===== config.mk =====
export PLATFORM = sky130hd
export DESIGN_NAME = pwrup_seq
export DESIGN_NICKNAME = d
export VERILOG_FILES = /design/src/rtl/pwrup_pkg.sv /design/src/rtl/pwrup_pg_sync.sv /design/src/rtl/pwrup_dwell.sv /design/src/rtl/pwrup_sel_hold.sv /design/src/rtl/pwrup_seq.sv
export SDC_FILE = /design/constraint.sdc
export NUM_CORES = 1
export LEC_CHECK = 0
export ABC_CLOCK_PERIOD_IN_PS = 3500
export BUFFER_PORTS_ARGS = -buffer_cell sky130_fd_sc_hd__buf_2
export CORE_MARGIN = 1.5
export CORE_UTILIZATION = 30
export DETAILED_ROUTE_END_ITERATION = 7
export SLEW_MARGIN = 20
export SYNTH_ARGS = -nofsm -noshare
export SYNTH_HDL_FRONTEND = slang
export SYNTH_SLANG_ARGS = --single-unit

===== constraint.sdc =====
create_clock -name clk -period 3.5 [get_ports clk]
set_clock_uncertainty 0.05 [all_clocks]
set_input_delay 0.525 -clock clk [delete_from_list [all_inputs] [get_ports clk]]
set_output_delay 0.525 -clock clk [all_outputs]
set_load 0.01 [all_outputs]

===== src/rtl/pwrup_pkg.sv =====
// Package: shared state encoding for the startup sequencer.
// Assumes: the numeric order of the states is the startup order 0..3.
package pwrup_pkg;

    typedef enum logic [1:0] {
        ST_OFF    = 2'd0,
        ST_WAIT   = 2'd1,
        ST_SAMPLE = 2'd2,
        ST_RUN    = 2'd3
    } seq_state_t;

    localparam int SEL_W = 3;

endpackage


===== src/rtl/pwrup_pg_sync.sv =====
// Module: brings the asynchronous active-low power-good input into the clock
// domain through a chain of flops and presents it as an active-high level.
// Assumes: STAGES >= 2; while in reset the output reads "not good".
module pwrup_pg_sync #(
    parameter int STAGES = 2
) (
    input  logic clk,
    input  logic rst_n,
    input  logic pg_n_async,
    output logic pg_good
);

    logic [STAGES-1:0] chain_q;

    // Shift the inverted power-good level through the synchronizer chain.
    always_ff @(posedge clk) begin
        if (!rst_n) begin
            chain_q <= '0;
        end else begin
            chain_q <= {chain_q[STAGES-2:0], ~pg_n_async};
        end
    end

    assign pg_good = chain_q[STAGES-1];

endmodule


===== src/rtl/pwrup_dwell.sv =====
// Module: counts the dwell between select sampling and clock enable.
// The count runs while 'active' is high and clears otherwise. 'expired'
// pulses in the last cycle of a DWELL-cycle window.
// Assumes: DWELL >= 1.
module pwrup_dwell #(
    parameter int DWELL = 1
) (
    input  logic clk,
    input  logic rst_n,
    input  logic active,
    output logic expired
);

    localparam int CW   = (DWELL > 1) ? $clog2(DWELL) : 1;
    localparam int LAST = DWELL - 1;

    logic [CW-1:0] cnt_q;

    // Advance the dwell count during the sampling state, clear it otherwise.
    always_ff @(posedge clk) begin
        if (!rst_n || !active) begin
            cnt_q <= '0;
        end else if (cnt_q != CW'(LAST)) begin
            cnt_q <= cnt_q + 1'b1;
        end
    end

    assign expired = active && (cnt_q == CW'(LAST));

    // every dwell window starts from a cleared count.
    p_dwell_start_r3: assert property (@(posedge clk) disable iff (!rst_n)
        $rose(active) |-> (cnt_q == '0));

    // the count never runs past the last cycle of the window.
    p_no_overflow_r3: assert property (@(posedge clk) disable iff (!rst_n)
        active |-> (int'(cnt_q) <= LAST));

endmodule


===== src/rtl/pwrup_sel_hold.sv =====
// Module: captures the frequency-select pins on a single load strobe and
// holds them until reset.
// Assumes: 'load' is high for one cycle per startup.
module pwrup_sel_hold #(
    parameter int WIDTH = 3
) (
    input  logic             clk,
    input  logic             rst_n,
    input  logic             load,
    input  logic [WIDTH-1:0] pins,
    output logic [WIDTH-1:0] code
);

    logic [WIDTH-1:0] code_q;

    // Capture the pins on the load strobe, otherwise keep the held code.
    always_ff @(posedge clk) begin
        if (!rst_n) begin
            code_q <= '0;
        end else if (load) begin
            code_q <= pins;
        end
    end

    assign code = code_q;

    // without a load the held code does not move.
    p_hold_stable_r4: assert property (@(posedge clk) disable iff (!rst_n)
        !load |=> $stable(code_q));

endmodule


===== src/rtl/pwrup_seq.sv =====
// Module: four-state startup sequencer for a clock generator
// (off, wait for power-good, sample and dwell, run).
// Assumes: rst_n is the supply-valid indication, synchronous to clk.
// CLK_KHZ is the clock frequency in kHz and DELAY_US is the dwell in
// microseconds; their product sets the dwell in cycles.
module pwrup_seq
    import pwrup_pkg::*;
#(
    parameter int CLK_KHZ  = 100000,
    parameter int DELAY_US = 250,
    parameter int SYNC_STG = 2
) (
    input  logic             clk,
    input  logic             rst_n,
    input  logic             pg_n,
    input  logic [SEL_W-1:0] fsel_pins,
    output logic [SEL_W-1:0] fsel_code,
    output logic             vco_en,
    output logic             clk_out_en
);

    localparam int DWELL_RAW = (CLK_KHZ * DELAY_US) / 1000;
    localparam int DWELL     = (DWELL_RAW < 1) ? 1 : DWELL_RAW;

    seq_state_t st_q, st_d;
    logic       pg_good;
    logic       dwell_done;
    logic       sel_load;

    pwrup_pg_sync #(.STAGES(SYNC_STG)) u_sync (
        .clk        (clk),
        .rst_n      (rst_n),
        .pg_n_async (pg_n),
        .pg_good    (pg_good)
    );

    pwrup_dwell #(.DWELL(DWELL)) u_dwell (
        .clk     (clk),
        .rst_n   (rst_n),
        .active  (st_q == ST_SAMPLE),
        .expired (dwell_done)
    );

    pwrup_sel_hold #(.WIDTH(SEL_W)) u_sel (
        .clk   (clk),
        .rst_n (rst_n),
        .load  (sel_load),
        .pins  (fsel_pins),
        .code  (fsel_code)
    );

    // Next-state choice: power-good is looked at only in the waiting state.
    always_comb begin
        st_d = st_q;
        unique case (st_q)
            ST_OFF:    st_d = ST_WAIT;
            ST_WAIT:   if (pg_good) st_d = ST_SAMPLE;
            ST_SAMPLE: if (dwell_done) st_d = ST_RUN;
            ST_RUN:    st_d = ST_RUN;
            default:   st_d = ST_OFF;
        endcase
    end

    // State register; only supply-valid reset returns to off.
    always_ff @(posedge clk) begin
        if (!rst_n) begin
            st_q <= ST_OFF;
        end else begin
            st_q <= st_d;
        end
    end

    assign sel_load   = (st_q == ST_WAIT) && pg_good;
    assign vco_en     = (st_q == ST_RUN);
    assign clk_out_en = (st_q == ST_RUN);

    // the off state lasts a single cycle.
    p_off_once_r7: assert property (@(posedge clk) disable iff (!rst_n)
        (st_q == ST_OFF) |=> (st_q == ST_WAIT));

    // without power-good the sequencer keeps waiting.
    p_wait_hold_r2: assert property (@(posedge clk) disable iff (!rst_n)
        (st_q == ST_WAIT && !pg_good) |=> (st_q == ST_WAIT));

    // the enables only come up out of the sampling state.
    p_enable_entry_r5: assert property (@(posedge clk) disable iff (!rst_n)
        $rose(clk_out_en) |-> ($past(st_q) == ST_SAMPLE));

    // running is permanent until reset, whatever power-good does.
    p_run_sticky_r6: assert property (@(posedge clk) disable iff (!rst_n)
        (st_q == ST_RUN) |=> (vco_en && clk_out_en));

    // the code is frozen while sampling and running.
    p_code_frozen_r4: assert property (@(posedge clk) disable iff (!rst_n)
        (st_q == ST_SAMPLE || st_q == ST_RUN) |=> $stable(fsel_code));

endmodule


; ---- Word level (Yosys, flattened, before mapping)
; Cells that the tools add are included.
[classes]
eq_ne = 7
bitwise_logic = 1
addsub = 1
n_reduce_logical = 7
n_mux = 3
[ops]
columns = operator, count
row1 = $add A15 B1 Y15 const B, 1
row2 = $eq A15 B15 Y1 const B, 1
row3 = $ne A15 B15 Y1 const B, 1
row4 = $pmux W2 S4, 1
row5 = $eq A2 B2 Y1 const B, 2
row6 = $mux W2, 2
row7 = $eq A2 B1 Y1 const B, 1
row8 = $logic_and A1 B1 Y1, 2
row9 = $logic_not A1 Y1, 2
row10 = $logic_not A2 Y1, 1
row11 = $ne A2 B1 Y1 const B, 1
row12 = $ne A2 B2 Y1 const B, 1
row13 = $reduce_and A2 Y1, 1
row14 = $logic_or A1 B1 Y1, 1
row15 = $not A1 Y1, 1
[word_totals]
word_cells = 23
output_inout_bits = 5
ff_bits = 22
in_bits = 6

; ---- Logic depth before layout (Yosys ltp)
[logic_depth]
depth_word = 4
ltp_mapped = 6
depth_no_buf = 5

; ---- By module
; From an unflattened synthesis, not the netlist that was laid out.
[hier_totals]
hier_cells = 109
hier_area_um2 = 959.7
[by_module_without_submodules]
columns = module, area_per_inst_um2, seq_area_each_um2, cells_each, instances
row1 = pwrup_dwell, 695.7, 300.3, 85, 1
row2 = pwrup_sel_hold, 108.9, 60.1, 9, 1
row3 = pwrup_seq, 95.1, 40.0, 11, 1
row4 = pwrup_pg_sync, 60.1, 40.0, 4, 1

; ---- Worst setup path before layout
; No wires, ideal clock.
[synth_path]
path_type = register -> register
start = register u_dwell.cnt_q[11]
end = register u_dwell.cnt_q[3]
setup_slack_ns = 1.468
t_arrival_ns = 1.858
period_less_slack_ns = 2.032
n_path_buf = 1
stages_incl_launch_ff = 6
cell_sequence = dfxtp_1 > or4b_1 > or4_4 > buf_6 > nand4_1 > mux2_1
[synth_via]
elab_chain_cells = 1
[synth_rtl]
columns = element, line_no
row1 = "start, declared", pwrup_dwell.sv:17  ; logic [CW-1:0] cnt_q;
row2 = "start signal, assigned", pwrup_dwell.sv:24  ; cnt_q <= cnt_q + 1'b1;
row3 = $ne A15 B15 Y1, pwrup_dwell.sv:23  ; end else if (cnt_q != CW'(LAST)) begin
; Every way passes these cells.
; A chain may end at the register's enable or synchronous reset.

; ---- Worst setup path after layout
[layout_path]
start = register u_dwell.cnt_q[0]
end = register u_dwell.cnt_q[3]
[layout_via]
elab_chain_cells = 1
elab_cells_between_ends = 2
cone_classes = 1 x add/sub / 1 x eq/ne
[layout_rtl]
columns = element, line_no
row1 = $add A15 B1 Y15 or $ne A15 B15 Y1 (tied branches), "pwrup_dwell.sv:24, pwrup_dwell.sv:23"
; Several ways; a longest one is shown, not always the timed one.

==> results.md <==
Run status:
- The flow ran to the end, and the final reports show no timing, DRC or antenna violations.

Finish:
- The number of nets at the end of the flow is 122.
- The utilization after layout is between 30% and 40%.
- The layout has a little over 300 filler cells.
- The share of layout cells above drive strength 1 is between 10% and 20%.
- For this run, the number of standard cells in the final layout without fillers is 158.
- Once layout is done, the placed cells without fillers occupy 1090 µm².
- The sequential cell area is about 440 µm².
- The area of combinational cells with multiple inputs is approximately 470 µm².
- 0 antenna diodes ended up in the layout.
- The area growth from synthesis to layout is 14.2%.

Setup path:
- The kind of end point of the critical path is a flop.
- For the worst setup path, the data arrival time is 2.30 ns.
- The path depth of the worst reg2reg path is 5.
- The worst register-to-register path begins at u_dwell.cnt_q[0].
- The type of element launching the critical path is a flop.
- The endpoint of the worst-slack reg-to-reg timing path is u_dwell.cnt_q[3].
- The category of the most critical setup path is reg -> reg.
- The slack of the worst reg-to-reg path is 1.36 ns.
- The critical path required time is roughly 3.7 ns.
- The critical-path maximum fanout is 6.

Placed design:
- The wire-length estimate of the detail-placed layout is ~1200 µm.
- The port buffer count is 10.
- The total instance count after detailed placement is 154.
- The post-placement setup slack is 1.38 ns.
- The congestion estimate from routability-driven global placement came to 0.762.
- The cell area after placement is 1030 µm².

Synth:
- The flop and latch count out of synthesis is 22.
- The synthesized design contains 0 enable-type register cells.
- Yosys mapped the design onto 29 distinct sky130hd cell types.
- The per-instance average area after synthesis is just over 9 µm².
- Counting every instance in the synthesized netlist gives 103.
- In the synthesized netlist the dominant register cell turns out to be dfxtp_1.
- The post-synthesis sequential area ratio is 46.3%.
- Counting flops with an async set or reset pin after synthesis yields a share of 0%.
- The summed instance area of the synthesized netlist is 952 µm².
- Synthesis produced a netlist with a net count of 110.
- During synthesis, Yosys emitted a total of 0 warnings.

Route:
- The average via count per standard cell is 4.60.
- For this block, the initial DRC count from the detailed router was 24.
- Dividing the detail-routed wire length by the instance count gives 10.6 µm.
- The detailed-route DRC error count is 0.
- The number of routed nets with antenna violations is 0.
- After detailed routing, the total wire length is 1670 µm.
- The pre-antenna-repair detailed-routing pass consisted of 4 iterations.
- The detailed router placed 727 vias in this run.

Timing:
- The max-slew violation count is 0.
- Setup repair after global routing left no endpoint under its margin.
- Based on the critical path, the design can be clocked at up to 468 MHz.
- Setup violations remaining at the end of the flow were counted as 0.
- The final count of hold timing violations came to 0.
- The worst pin sits at a relative slew slack of 57.3%.
- The shortest period the worst path allows is approximately 2.1 ns.
- Hold timing on the final database bottoms out at a slack of 0.296 ns.
- The pin slew with the least headroom to its limit is 0.638 ns.
- In the finished design, the share of the clock period the worst path needs comes to between 60% and 70%.
- Across all setup checks in the final design, the least slack found is around 1.4 ns.
- Setup total negative slack on the finished layout was measured at 0 ns.

Hold path:
- The min-delay analysis places its worst path in the category in -> reg.
- Along the worst hold path, the cell count comes to 2.
- The destination of the worst hold path is u_sync.chain_q[0].
- The startpoint identified for the worst hold timing path is pg_n.

Power:
- The total power is 0.463 mW.
- The peak supply drop is roughly 0.24 mV.
- The static leakage is 0.383 nW.
- In this run the power density over the cells is between 400 and 500 nW/µm².

CTS:
- The clock passes through at most 2 buffers.
- The post-CTS clock slew at the launch and capture registers of the worst setup and hold paths is roughly 0.12 ns.
- The clock tree root buffer cell is clkbuf_4.
- In this run, CTS created clock tree buffers numbering 3.
- In this run the number of H-tree levels came out at 1.
- The TritonCTS clock tree is done.
- For this design, the sink count on the clock tree is 22.
- The later-pin clock latency in the skew report is 0.31 ns.
- The post-CTS repair timing setup buffer count is 0.
- Gates resized during post-CTS repair numbered 0.
- The number of buffers inserted for hold repair after clock tree synthesis is 0.

Die:
- The area of the core is 3030 µm².
- The die boundary width is 59.3 µm.
- The die is 59.3 µm tall.
- The starting density of the core is 31.4%.
- The floorplan step defined a die boundary enclosing 3520 µm².
- The standard-cell row count is 20.
- 11 I/O pins were placed.

GRT:
- Entering global routing, the biggest net connects 17 pins.
- The total grt overflow is 0.
- The number of global-route vias before repair is ~680.
- The number of antenna violations at the first check in global routing is 0.
- The total global-route track usage is 11.0%.
- The first global-routing pass estimated 2870 µm of wire.

Flow run:
- The number of maximum-capacitance violations is 0.
==> synth_stat cells (2+ instances only) <==
library cell | number | share of area (%)
a21oi_1 | 3 | 1.6
and2_1 | 2 | 1.3
dfxtp_1 | 22 | 46
inv_1 | 5 | 2.0
mux2i_1 | 4 | 4.2
nand2_1 | 3 | 1.2
nand3_1 | 7 | 3.7
nand3b_1 | 3 | 2.4
nand4_1 | 4 | 2.6
nor2_1 | 15 | 5.9
nor2b_1 | 5 | 3.3
nor3_1 | 3 | 1.6
nor4_1 | 2 | 1.3
or4b_1 | 2 | 2.1
xnor2_1 | 7 | 6.4
xor2_1 | 3 | 2.8
==> per-layer routing <==
| metal | vias up | part of all wire [%] | GRT usage, % |
|---|---|---|---|
| met4 | 0 | 1.0 | 3.90 |
| met1 | 333 | 51 | 12.8 |
| li1 | 376 | - | - |
| met2 | 16 | 42 | 17.7 |
| met3 | 2 | 5.6 | 4.80 |
| met5 | - | 0 | 0 |
==> cell type report <==
| cell class | count | share of cell area [%] |
|---|---|---|
| multi-input cells | 73 | 43.3 |
| clock buffers | 3 | 2.07 |
| well taps | 44 | 5.06 |
| inverters | 5 | 1.73 |
| clock inverters | 1 | 2.76 |
| flip-flops and latches | 22 | 40.5 |
| repair buffers | 10 | 4.60 |
==> power by group <==
part	switching, mW	leakage (nW)	internal, mW
clock network	0.0789	0.0279	0.116
registers	0.00216	0.178	0.254
logic	0.00581	0.177	0.00626
total	0.0869	0.383	0.376
==> sequential cells by signal (all words and copies together), names as in the netlist <==
name	count
u_dwell.cnt_q	15
u_sel.code	3
st_q	2
u_sync.chain_q	2
==> kinds of logic after synthesis <==
| kind of cell | count (synthesis) | synth area share, % |
|---|---|---|
| AND/OR/NAND/NOR | 49 | 27.9 |
| XOR/XNOR | 10 | 9.20 |
| buffers and inverters | 8 | 4.34 |
| adder cells (fa/ha/maj) | 1 | 1.31 |
| flip-flops | 22 | 46.3 |
| AO/OA/AOI/OAI | 8 | 5.65 |
| multiplexers | 5 | 5.39 |
==> worst max-delay path, stage by stage, from the launching register on <==
cell and delay [ns]:
dfxtp_1 0.46, ha_1 0.28, nand3_1 0.18, or4_4 0.62, nand4_1 0.13, mux2_1 0.32
==> cells in the final DEF, fill, tap and decap left out <==
master | Yosys | layout
dfxtp_1 | 22 | 22
nor2_1 | 15 | 15
buf_2 | 0 | 10
nand3_1 | 7 | 7
xnor2_1 | 7 | 7
inv_1 | 5 | 5
nor2b_1 | 5 | 5
nand4_1 | 4 | 4
mux2i_1 | 4 | 4
nor3_1 | 3 | 3
nand2_1 | 3 | 3
a21oi_1 | 3 | 3
nand3b_1 | 3 | 3
xor2_1 | 3 | 3
clkbuf_4 | 0 | 3
and2_1 | 2 | 2
or4b_1 | 2 | 2
nor4_1 | 2 | 2
a31o_2 | 1 | 1
o21ai_0 | 1 | 1
or3_1 | 1 | 1
and3_1 | 1 | 1
or4_4 | 1 | 1
mux2_1 | 1 | 1
a21bo_1 | 1 | 1
a21oi_2 | 1 | 1
a31oi_1 | 1 | 1
ha_1 | 1 | 1
bufinv_16 | 0 | 1
==> how the worst max path moves through the flow <==
stage,from,end,depth (start not counted)
floorplan,u_dwell.cnt_q[11],u_dwell.cnt_q[3],5
global placement,u_dwell.cnt_q[0],u_dwell.cnt_q[3],5
detailed placement,u_dwell.cnt_q[0],u_dwell.cnt_q[3],5
CTS,u_dwell.cnt_q[0],u_dwell.cnt_q[3],5
global route,u_dwell.cnt_q[0],u_dwell.cnt_q[3],5
finish,u_dwell.cnt_q[0],u_dwell.cnt_q[3],5
Note: power is estimated with default switching activity, not from simulation.
